File: src/rtl/kwdog_pkg.sv
package kwdog_pkg;

  typedef enum logic [1:0] {
    REG_MODE = 2'd0,
    REG_TC   = 2'd1,
    REG_FEED = 2'd2,
    REG_CNT  = 2'd3
  } reg_sel_e;

  localparam int MB_EN   = 0;
  localparam int MB_RSE  = 1;
  localparam int MB_FLAG = 2;

  localparam logic [7:0] KEY_OPEN  = 8'hAA;
  localparam logic [7:0] KEY_CLOSE = 8'h55;

  // Raise a requested time-out constant to the floor value.
  function automatic logic [31:0] clamp_tc(input logic [31:0] req, input logic [31:0] floor_v);
    return (req < floor_v) ? floor_v : req;
  endfunction

  // One counter step: the value after a decrement.
  function automatic logic [31:0] step_down(input logic [31:0] cur);
    return cur - 32'd1;
  endfunction

endpackage

File: src/rtl/kwdog_regs.sv
module kwdog_regs
  import kwdog_pkg::*;
#(
  parameter int DW     = 32,
  parameter int CNT_W  = 24,
  parameter int TC_MIN = 'hFF
) (
  input  logic             clk,
  input  logic             rst_n,
  input  logic             bus_sel,
  input  logic             bus_wr,
  input  logic [1:0]       bus_addr,
  input  logic [DW-1:0]    bus_wdata,
  input  logic             flag_i,
  input  logic [CNT_W-1:0] cnt_i,
  output logic [DW-1:0]    rdata_o,
  output logic             en_o,
  output logic             rse_o,
  output logic             armed_o,
  output logic [CNT_W-1:0] tc_o,
  output logic             feed_ok_o,
  output logic             feed_bad_o,
  output logic             flag_clr_o
);

  localparam logic [CNT_W-1:0] TC_RST = CNT_W'(TC_MIN);

  logic             en_q, rse_q, armed_q, pend_q, pend_d;
  logic [CNT_W-1:0] tc_q;
  logic             mode_wr, tc_wr, feed_wr, seq_bad;
  logic [7:0]       key;
  logic [31:0]      tc_req;
  logic [DW-1:0]    wdata_unused;

  assign wdata_unused = bus_wdata;
  assign key     = bus_wdata[7:0];
  assign mode_wr = bus_sel && bus_wr && (bus_addr == REG_MODE);
  assign tc_wr   = bus_sel && bus_wr && (bus_addr == REG_TC);
  assign feed_wr = bus_sel && bus_wr && (bus_addr == REG_FEED);
  assign tc_req  = 32'(bus_wdata[CNT_W-1:0]);

  // Feed key sequencer: an open key makes the very next access decisive.
  always_comb begin
    pend_d    = pend_q;
    feed_ok_o = 1'b0;
    seq_bad   = 1'b0;
    if (bus_sel) begin
      if (pend_q) begin
        pend_d = 1'b0;
        if (feed_wr && key == KEY_CLOSE) feed_ok_o = 1'b1;
        else                             seq_bad   = 1'b1;
      end else if (feed_wr && key == KEY_OPEN) begin
        pend_d = 1'b1;
      end
    end
  end

  assign feed_bad_o = seq_bad && armed_q;
  assign flag_clr_o = mode_wr && bus_wdata[MB_FLAG];

  always_ff @(posedge clk or negedge rst_n) begin
    if (!rst_n) begin
      en_q    <= 1'b0;
      rse_q   <= 1'b0;
      armed_q <= 1'b0;
      pend_q  <= 1'b0;
      tc_q    <= TC_RST;
    end else begin
      pend_q <= pend_d;
      if (mode_wr) begin
        en_q  <= en_q | bus_wdata[MB_EN];
        rse_q <= bus_wdata[MB_RSE];
      end
      if (tc_wr) tc_q <= CNT_W'(clamp_tc(tc_req, 32'(TC_MIN)));
      if (feed_ok_o && en_q) armed_q <= 1'b1;
    end
  end

  always_comb begin
    rdata_o = '0;
    case (bus_addr)
      REG_MODE: begin
        rdata_o[MB_EN]   = en_q;
        rdata_o[MB_RSE]  = rse_q;
        rdata_o[MB_FLAG] = flag_i;
      end
      REG_TC:  rdata_o = DW'(tc_q);
      REG_CNT: rdata_o = DW'(cnt_i);
      default: rdata_o = '0;
    endcase
  end

  assign en_o    = en_q;
  assign rse_o   = rse_q;
  assign armed_o = armed_q;
  assign tc_o    = tc_q;

  a_r2_tc_floor: assert property (@(posedge clk) disable iff (!rst_n)
    (tc_wr && tc_req < 32'(TC_MIN)) |=> (tc_q == TC_RST));

  a_r6_enable_sticky: assert property (@(posedge clk) disable iff (!rst_n)
    en_q |=> en_q);

  a_r5_arm_needs_enable: assert property (@(posedge clk) disable iff (!rst_n)
    (!en_q && !armed_q) |=> !armed_q);

  a_r5_arm_on_feed: assert property (@(posedge clk) disable iff (!rst_n)
    (feed_ok_o && en_q) |=> armed_q);

endmodule

File: src/rtl/kwdog_counter.sv
module kwdog_counter
  import kwdog_pkg::*;
#(
  parameter int CNT_W  = 24,
  parameter int PRE_W  = 2,
  parameter int TC_MIN = 'hFF
) (
  input  logic             clk,
  input  logic             rst_n,
  input  logic             run_i,
  input  logic             tick_i,
  input  logic             reload_i,
  input  logic [CNT_W-1:0] tc_i,
  output logic [CNT_W-1:0] cnt_o,
  output logic             uf_o
);

  localparam logic [CNT_W-1:0] CNT_RST = CNT_W'(TC_MIN);

  logic [PRE_W-1:0] pre_q;
  logic [CNT_W-1:0] cnt_q;
  logic             dec_evt;

  // A counter step happens when the prescaler wraps.
  assign dec_evt = run_i && tick_i && (&pre_q);
  assign uf_o    = dec_evt && (cnt_q == '0);

  always_ff @(posedge clk or negedge rst_n) begin
    if (!rst_n) begin
      pre_q <= '0;
      cnt_q <= CNT_RST;
    end else if (reload_i) begin
      pre_q <= '0;
      cnt_q <= tc_i;
    end else begin
      if (run_i && tick_i) pre_q <= pre_q + 1'b1;
      if (uf_o)          cnt_q <= tc_i;
      else if (dec_evt)  cnt_q <= CNT_W'(step_down(32'(cnt_q)));
    end
  end

  assign cnt_o = cnt_q;

  a_r3_hold_idle: assert property (@(posedge clk) disable iff (!rst_n)
    (!run_i && !reload_i) |=> $stable(cnt_q));

  a_r3_single_step: assert property (@(posedge clk) disable iff (!rst_n)
    (dec_evt && !reload_i && cnt_q != '0) |=> (cnt_q == CNT_W'($past(cnt_q) - 1'b1)));

  a_r4_reload: assert property (@(posedge clk) disable iff (!rst_n)
    reload_i |=> (cnt_q == $past(tc_i) && pre_q == '0));

  a_r7_wrap_reload: assert property (@(posedge clk) disable iff (!rst_n)
    (uf_o && !reload_i) |=> (cnt_q == $past(tc_i)));

endmodule

File: src/rtl/kwdog_fault.sv
module kwdog_fault (
  input  logic clk,
  input  logic rst_n,
  input  logic uf_i,
  input  logic bad_i,
  input  logic rse_i,
  input  logic clr_i,
  output logic flag_o,
  output logic rreq_o
);

  logic err_q, flag_q, rreq_q, fault_evt;

  // A bad feed is delayed one stage, so it lands in the second clock.
  assign fault_evt = uf_i || err_q;

  always_ff @(posedge clk or negedge rst_n) begin
    if (!rst_n) begin
      err_q  <= 1'b0;
      flag_q <= 1'b0;
      rreq_q <= 1'b0;
    end else begin
      err_q <= bad_i;
      if (fault_evt && !rse_i) flag_q <= 1'b1;
      else if (clr_i)          flag_q <= 1'b0;
      if (fault_evt && rse_i)  rreq_q <= 1'b1;
    end
  end

  assign flag_o = flag_q;
  assign rreq_o = rreq_q;

  a_r8_request_sticky: assert property (@(posedge clk) disable iff (!rst_n)
    rreq_q |=> rreq_q);

  a_r9_bad_feed_lands: assert property (@(posedge clk) disable iff (!rst_n)
    bad_i |-> ##2 (flag_q || rreq_q));

  a_r7_uf_sets_flag: assert property (@(posedge clk) disable iff (!rst_n)
    (uf_i && !rse_i) |=> flag_q);

  a_r11_w1c: assert property (@(posedge clk) disable iff (!rst_n)
    (clr_i && !uf_i && !err_q) |=> !flag_q);

endmodule

File: src/rtl/kwdog_top.sv
module kwdog_top
  import kwdog_pkg::*;
#(
  parameter int DW     = 32,
  parameter int CNT_W  = 24,
  parameter int PRE_W  = 2,
  parameter int TC_MIN = 'hFF
) (
  input  logic          clk,
  input  logic          rst_n,
  input  logic          bus_sel,
  input  logic          bus_wr,
  input  logic [1:0]    bus_addr,
  input  logic [DW-1:0] bus_wdata,
  output logic [DW-1:0] bus_rdata,
  input  logic          wd_tick,
  output logic          irq_o,
  output logic          rst_req_o
);

  logic             en, rse, armed, feed_ok, feed_bad, flag_clr, flag, uf;
  logic [CNT_W-1:0] tc, cnt;

  kwdog_regs #(.DW(DW), .CNT_W(CNT_W), .TC_MIN(TC_MIN)) u_regs (
    .clk(clk), .rst_n(rst_n), .bus_sel(bus_sel), .bus_wr(bus_wr),
    .bus_addr(bus_addr), .bus_wdata(bus_wdata), .flag_i(flag), .cnt_i(cnt),
    .rdata_o(bus_rdata), .en_o(en), .rse_o(rse), .armed_o(armed), .tc_o(tc),
    .feed_ok_o(feed_ok), .feed_bad_o(feed_bad), .flag_clr_o(flag_clr)
  );

  kwdog_counter #(.CNT_W(CNT_W), .PRE_W(PRE_W), .TC_MIN(TC_MIN)) u_cnt (
    .clk(clk), .rst_n(rst_n), .run_i(armed), .tick_i(wd_tick),
    .reload_i(feed_ok), .tc_i(tc), .cnt_o(cnt), .uf_o(uf)
  );

  kwdog_fault u_fault (
    .clk(clk), .rst_n(rst_n), .uf_i(uf), .bad_i(feed_bad), .rse_i(rse),
    .clr_i(flag_clr), .flag_o(flag), .rreq_o(rst_req_o)
  );

  assign irq_o = flag;

  a_r10_quiet_unarmed: assert property (@(posedge clk) disable iff (!rst_n)
    !armed |-> (!irq_o && !rst_req_o));

  a_r5_armed_implies_enable: assert property (@(posedge clk) disable iff (!rst_n)
    armed |-> en);

endmodule

File: config.mk
export PLATFORM = sky130hd
export DESIGN_NAME = kwdog_top
export DESIGN_NICKNAME = d
export VERILOG_FILES = /design/src/rtl/kwdog_pkg.sv /design/src/rtl/kwdog_regs.sv /design/src/rtl/kwdog_counter.sv /design/src/rtl/kwdog_fault.sv /design/src/rtl/kwdog_top.sv
export SDC_FILE = /design/constraint.sdc
export NUM_CORES = 1
export LEC_CHECK = 0
export BUFFER_PORTS_ARGS = -buffer_cell sky130_fd_sc_hd__clkbuf_2
export CAP_MARGIN = 20
export CELL_PAD_IN_SITES_DETAIL_PLACEMENT = 1
export CELL_PAD_IN_SITES_GLOBAL_PLACEMENT = 2
export CORE_MARGIN = 2
export CORE_UTILIZATION = 37
export CTS_BUF_LIST = sky130_fd_sc_hd__clkbuf_16
export DETAILED_ROUTE_END_ITERATION = 8
export PLACE_DENSITY = 0.91
export SYNTH_ARGS = -nofsm -noshare
export SYNTH_HDL_FRONTEND = slang
export SYNTH_SLANG_ARGS = --single-unit
File: constraint.sdc
create_clock -name clk -period 6.3 [get_ports clk]
set_input_delay 0.315 -clock clk [delete_from_list [all_inputs] [get_ports clk]]
set_output_delay 0.315 -clock clk [all_outputs]
set_load 0.1 [all_outputs]
==> summary.txt <==
Outcome
  • Outcome: finished, final reports clean

Power
  • P_int: 768 µW
  • Seq pwr share: 38.8%
  • Sw Share: 32.4%
  • VDD IR-drop max: 0.127 mV
  • Cell Pwr Density: 278 nW/µm²
  • Leak pwr: 0.00185 µW
  • Clock share of power: 40.7%
  • Combinational Power Share: 20.5%
  • Switch Pwr: 369 µW

Job
  • Max Cap Violations: 0

Critical path
  • CP required: 6.52 ns
  • Startpoint types: input pin
  • Reg2reg end: u_cnt.cnt_o[8]
  • R2R Setup Slk: 3.69 ns
  • Critical path class: input pin to register
  • Crit path capture type: register
  • Max FO, Critical Path: 31
  • Reg2reg start: u_cnt.cnt_o[0]
  • FF-to-FF path depth: 7
  • Worst Path Arrival: 3.05 ns

Clock network
  • CTS tree: built
  • Root cell of the clock tree: clkbuf_16
  • CTS Buf Count: 9
  • Post-CTS setup buffer count: 0
  • Max Root-Sink Buffers: 2
  • # resized after CTS: 0
  • H-Tree Depth: 3
  • Clk sinks: 57
  • Reg clk slew, reported paths: 0.05 ns
  • Worst skew pair latency: 0.33 ns
  • # hold bufs at CTS: 0

Finish
  • Antenna Cells: 0
  • Most common cell after layout, fill and taps aside: clkbuf_2
  • Most frequent cells in the layout: 56 x clkbuf_2, 41 x dfrtp_1, 27 x mux2i_1, 25 x nand2_1, 21 x nor2b_1
  • Multi-input gate area: 1890 µm²
  • Final Core Density: 44.4%
  • Layout cells sized above 1: 27.9%
  • Fill cells: 1,085
  • Layout Area Growth over Synthesis: 17.4%
  • Final #Nets: 446
  • Register Area: 1450 µm²

Logic synthesis
  • Post-synth EDFFs: 0
  • Flop and latch count out of synthesis: 57
  • Mean Syn Cell Area: 9.89 µm²
  • Fraction of registers with async set/reset: 100%
  • Top cell type's share of synthesized area: 29.5%
  • Synth area leader: dfrtp_1
  • Ys Warns: 0
  • Post-Syn Area: 3480 µm²
  • Sequential area share after synthesis: 41.5%
  • Yosys cell types: 59
  • Most common flop cell mapped by yosys: dfrtp_1
  • Area contributors post-synth: dfrtp_1 29%, dfstp_2 12%, mux2i_1 7.8%
  • Syn Inst Count: 352

GRT
  • Vias in the first global route: 3,050
  • Antenna violations before repair: 0
  • Largest net degree at the start of global routing: 58
  • Overflow after GRT: 0
  • GRT Util Overall: 21.1%
  • First-pass GRT wire length: 16.4 mm

STA
  • Final Cycle Share: 44.9%
  • Setup violators final: 0
  • Final TNS setup: 0 ns
  • Hold Vio Cnt, Final: 0
  • Fmax: 353 MHz
  • Clk_skew: 0.00864 ns
  • Final min period: 2.83 ns
  • RSZ-0062 raised after global routing: false
  • Slew Viols, Final: 0
  • Worst-margin pin slew: 0.997 ns
  • Worst rel slew slack: 33.5%

Die
  • Die Height: 101 µm
  • Core area: 9200 µm²
  • Die Width: 101 µm
  • Die Footprint: 10,200 µm²
  • Initial Util: 37.9%
  • I/O Pins: 73
  • Rows: 35

Placement
  • HPWL after DPL: 7.10 mm
  • I/O Buffers: 56
  • Gpl congestion: 0.847

Route
  • Vias/cell: 5.78
  • Detailed Routing Iterations Pass 1: 4
  • DRC Markers: 0
  • WL per Instance: 19.6 µm
  • Routed Antenna Nets: 0
  • Via count: 2,998
  • 1st-iter DRT viols: 131
  • Final WL: 10.2 mm

Hold path
  • Hold Crit Class: input pin to asynchronous set/reset pin
-- power groups by stage --
stage	registers, µW	clock network (µW)	logic [µW]
after detailed placement	447	0	236
after floorplan	435	0	192
after global placement	445	0	232
final	441	463	234
after CTS	441	468	236
after global routing	445	481	247
-- area by class of cell --
| class | instances | share of cell area, % |
|---|---|---|
| clock buffers | 9 | 5.51 |
| clock inverters | 6 | 1.25 |
| inverters | 8 | 0.735 |
| multi-input cells | 269 | 46.3 |
| flip-flops and latches | 57 | 35.4 |
| well taps | 111 | 3.40 |
| repair buffers | 59 | 7.41 |
-- registers in the layout, summed over array words and instances (netlist names) --
name            count
u_regs.armed_o      1
u_regs.rse_o        1
u_fault.flag_o      1
u_cnt.pre_q         2
u_regs.tc_o        24
u_cnt.cnt_o        24
u_regs.en_o         1
u_regs.pend_q       1
u_fault.err_q       1
u_fault.rreq_o      1
-- Yosys cell counts (5+ instances only) --
cell type / number
nor2b_1: 21
buf_4: 8
dfstp_2: 16
and3_1: 5
a31oi_1: 5
o22a_1: 10
inv_1: 8
a21oi_1: 12
nor3_1: 8
clkbuf_1: 10
nor4_1: 7
nor2_1: 18
mux2i_1: 27
nand3_1: 20
mux2_2: 14
nand2_1: 25
o21ai_0: 14
o21ai_1: 5
dfrtp_1: 41
-- worst max-delay path by stage --
stage / startpoint / endpoint / slack, ns / depth (start not counted)
after CTS: bus_addr[1] / u_cnt.cnt_o[8] / 3.52 / 6
final: bus_addr[1] / u_cnt.cnt_o[8] / 3.47 / 6
after floorplan: u_fault.flag_o / bus_rdata[2] / 2.78 / 2
after global routing: bus_addr[1] / u_cnt.cnt_o[8] / 3.37 / 6
after detailed placement: bus_addr[1] / u_cnt.cnt_o[8] / 3.17 / 6
after global placement: bus_addr[1] / u_cnt.cnt_o[8] / 3.18 / 6
-- critical path: stages --
cell,delay [ns]
clkbuf_2,0.54
and4b_1,0.52
nand4b_1,0.32
o31a_1,0.79
mux2_4,0.35
o22a_1,0.20
-- logic make-up (layout without fill, tap and decap cells) --
group	count (synthesis)	count (layout)	share of synthesized area, %
AOI/OAI and AO/OA	71	71	14.2
xor gates and xnor gates	7	7	1.76
adders and majority gates	3	3	1.08
buffers and inverters	33	82	4.99
DFF	57	57	41.5
muxes	42	42	12.7
other	1	8	0.108
and+or+nand+nor	138	138	23.6
-- metrics by stage --
stage | worst slack (ns) | hold slack [ns] | total power (µW) | cells | area, µm²
6_report | 3.47 | 0.146 | 1140 | 519 | 4090
5_1_grt | 3.37 | 0.216 | 1170 | 519 | 4090
4_1_cts | 3.52 | 0.174 | 1140 | 519 | 4090
3_5_place_dp | 3.17 | 0.462 | 683 | 504 | 3810
3_3_place_gp | 3.18 | 0.441 | 676 | 504 | 3810
2_1_floorplan | 2.78 | 0.0194 | 628 | 359 | 3510
-- routing by layer --
layer / global-route usage (%) / wire, µm / vias up
met4: 8.11 / 167 / 0
met1: 27.6 / 4550 / 1531
met2: 34.9 / 5140 / 61
met5: 0 / 0 / -
met3: 3.61 / 335 / 14
li1: - / - / 1392
Note: power is estimated with default switching activity, not from simulation.
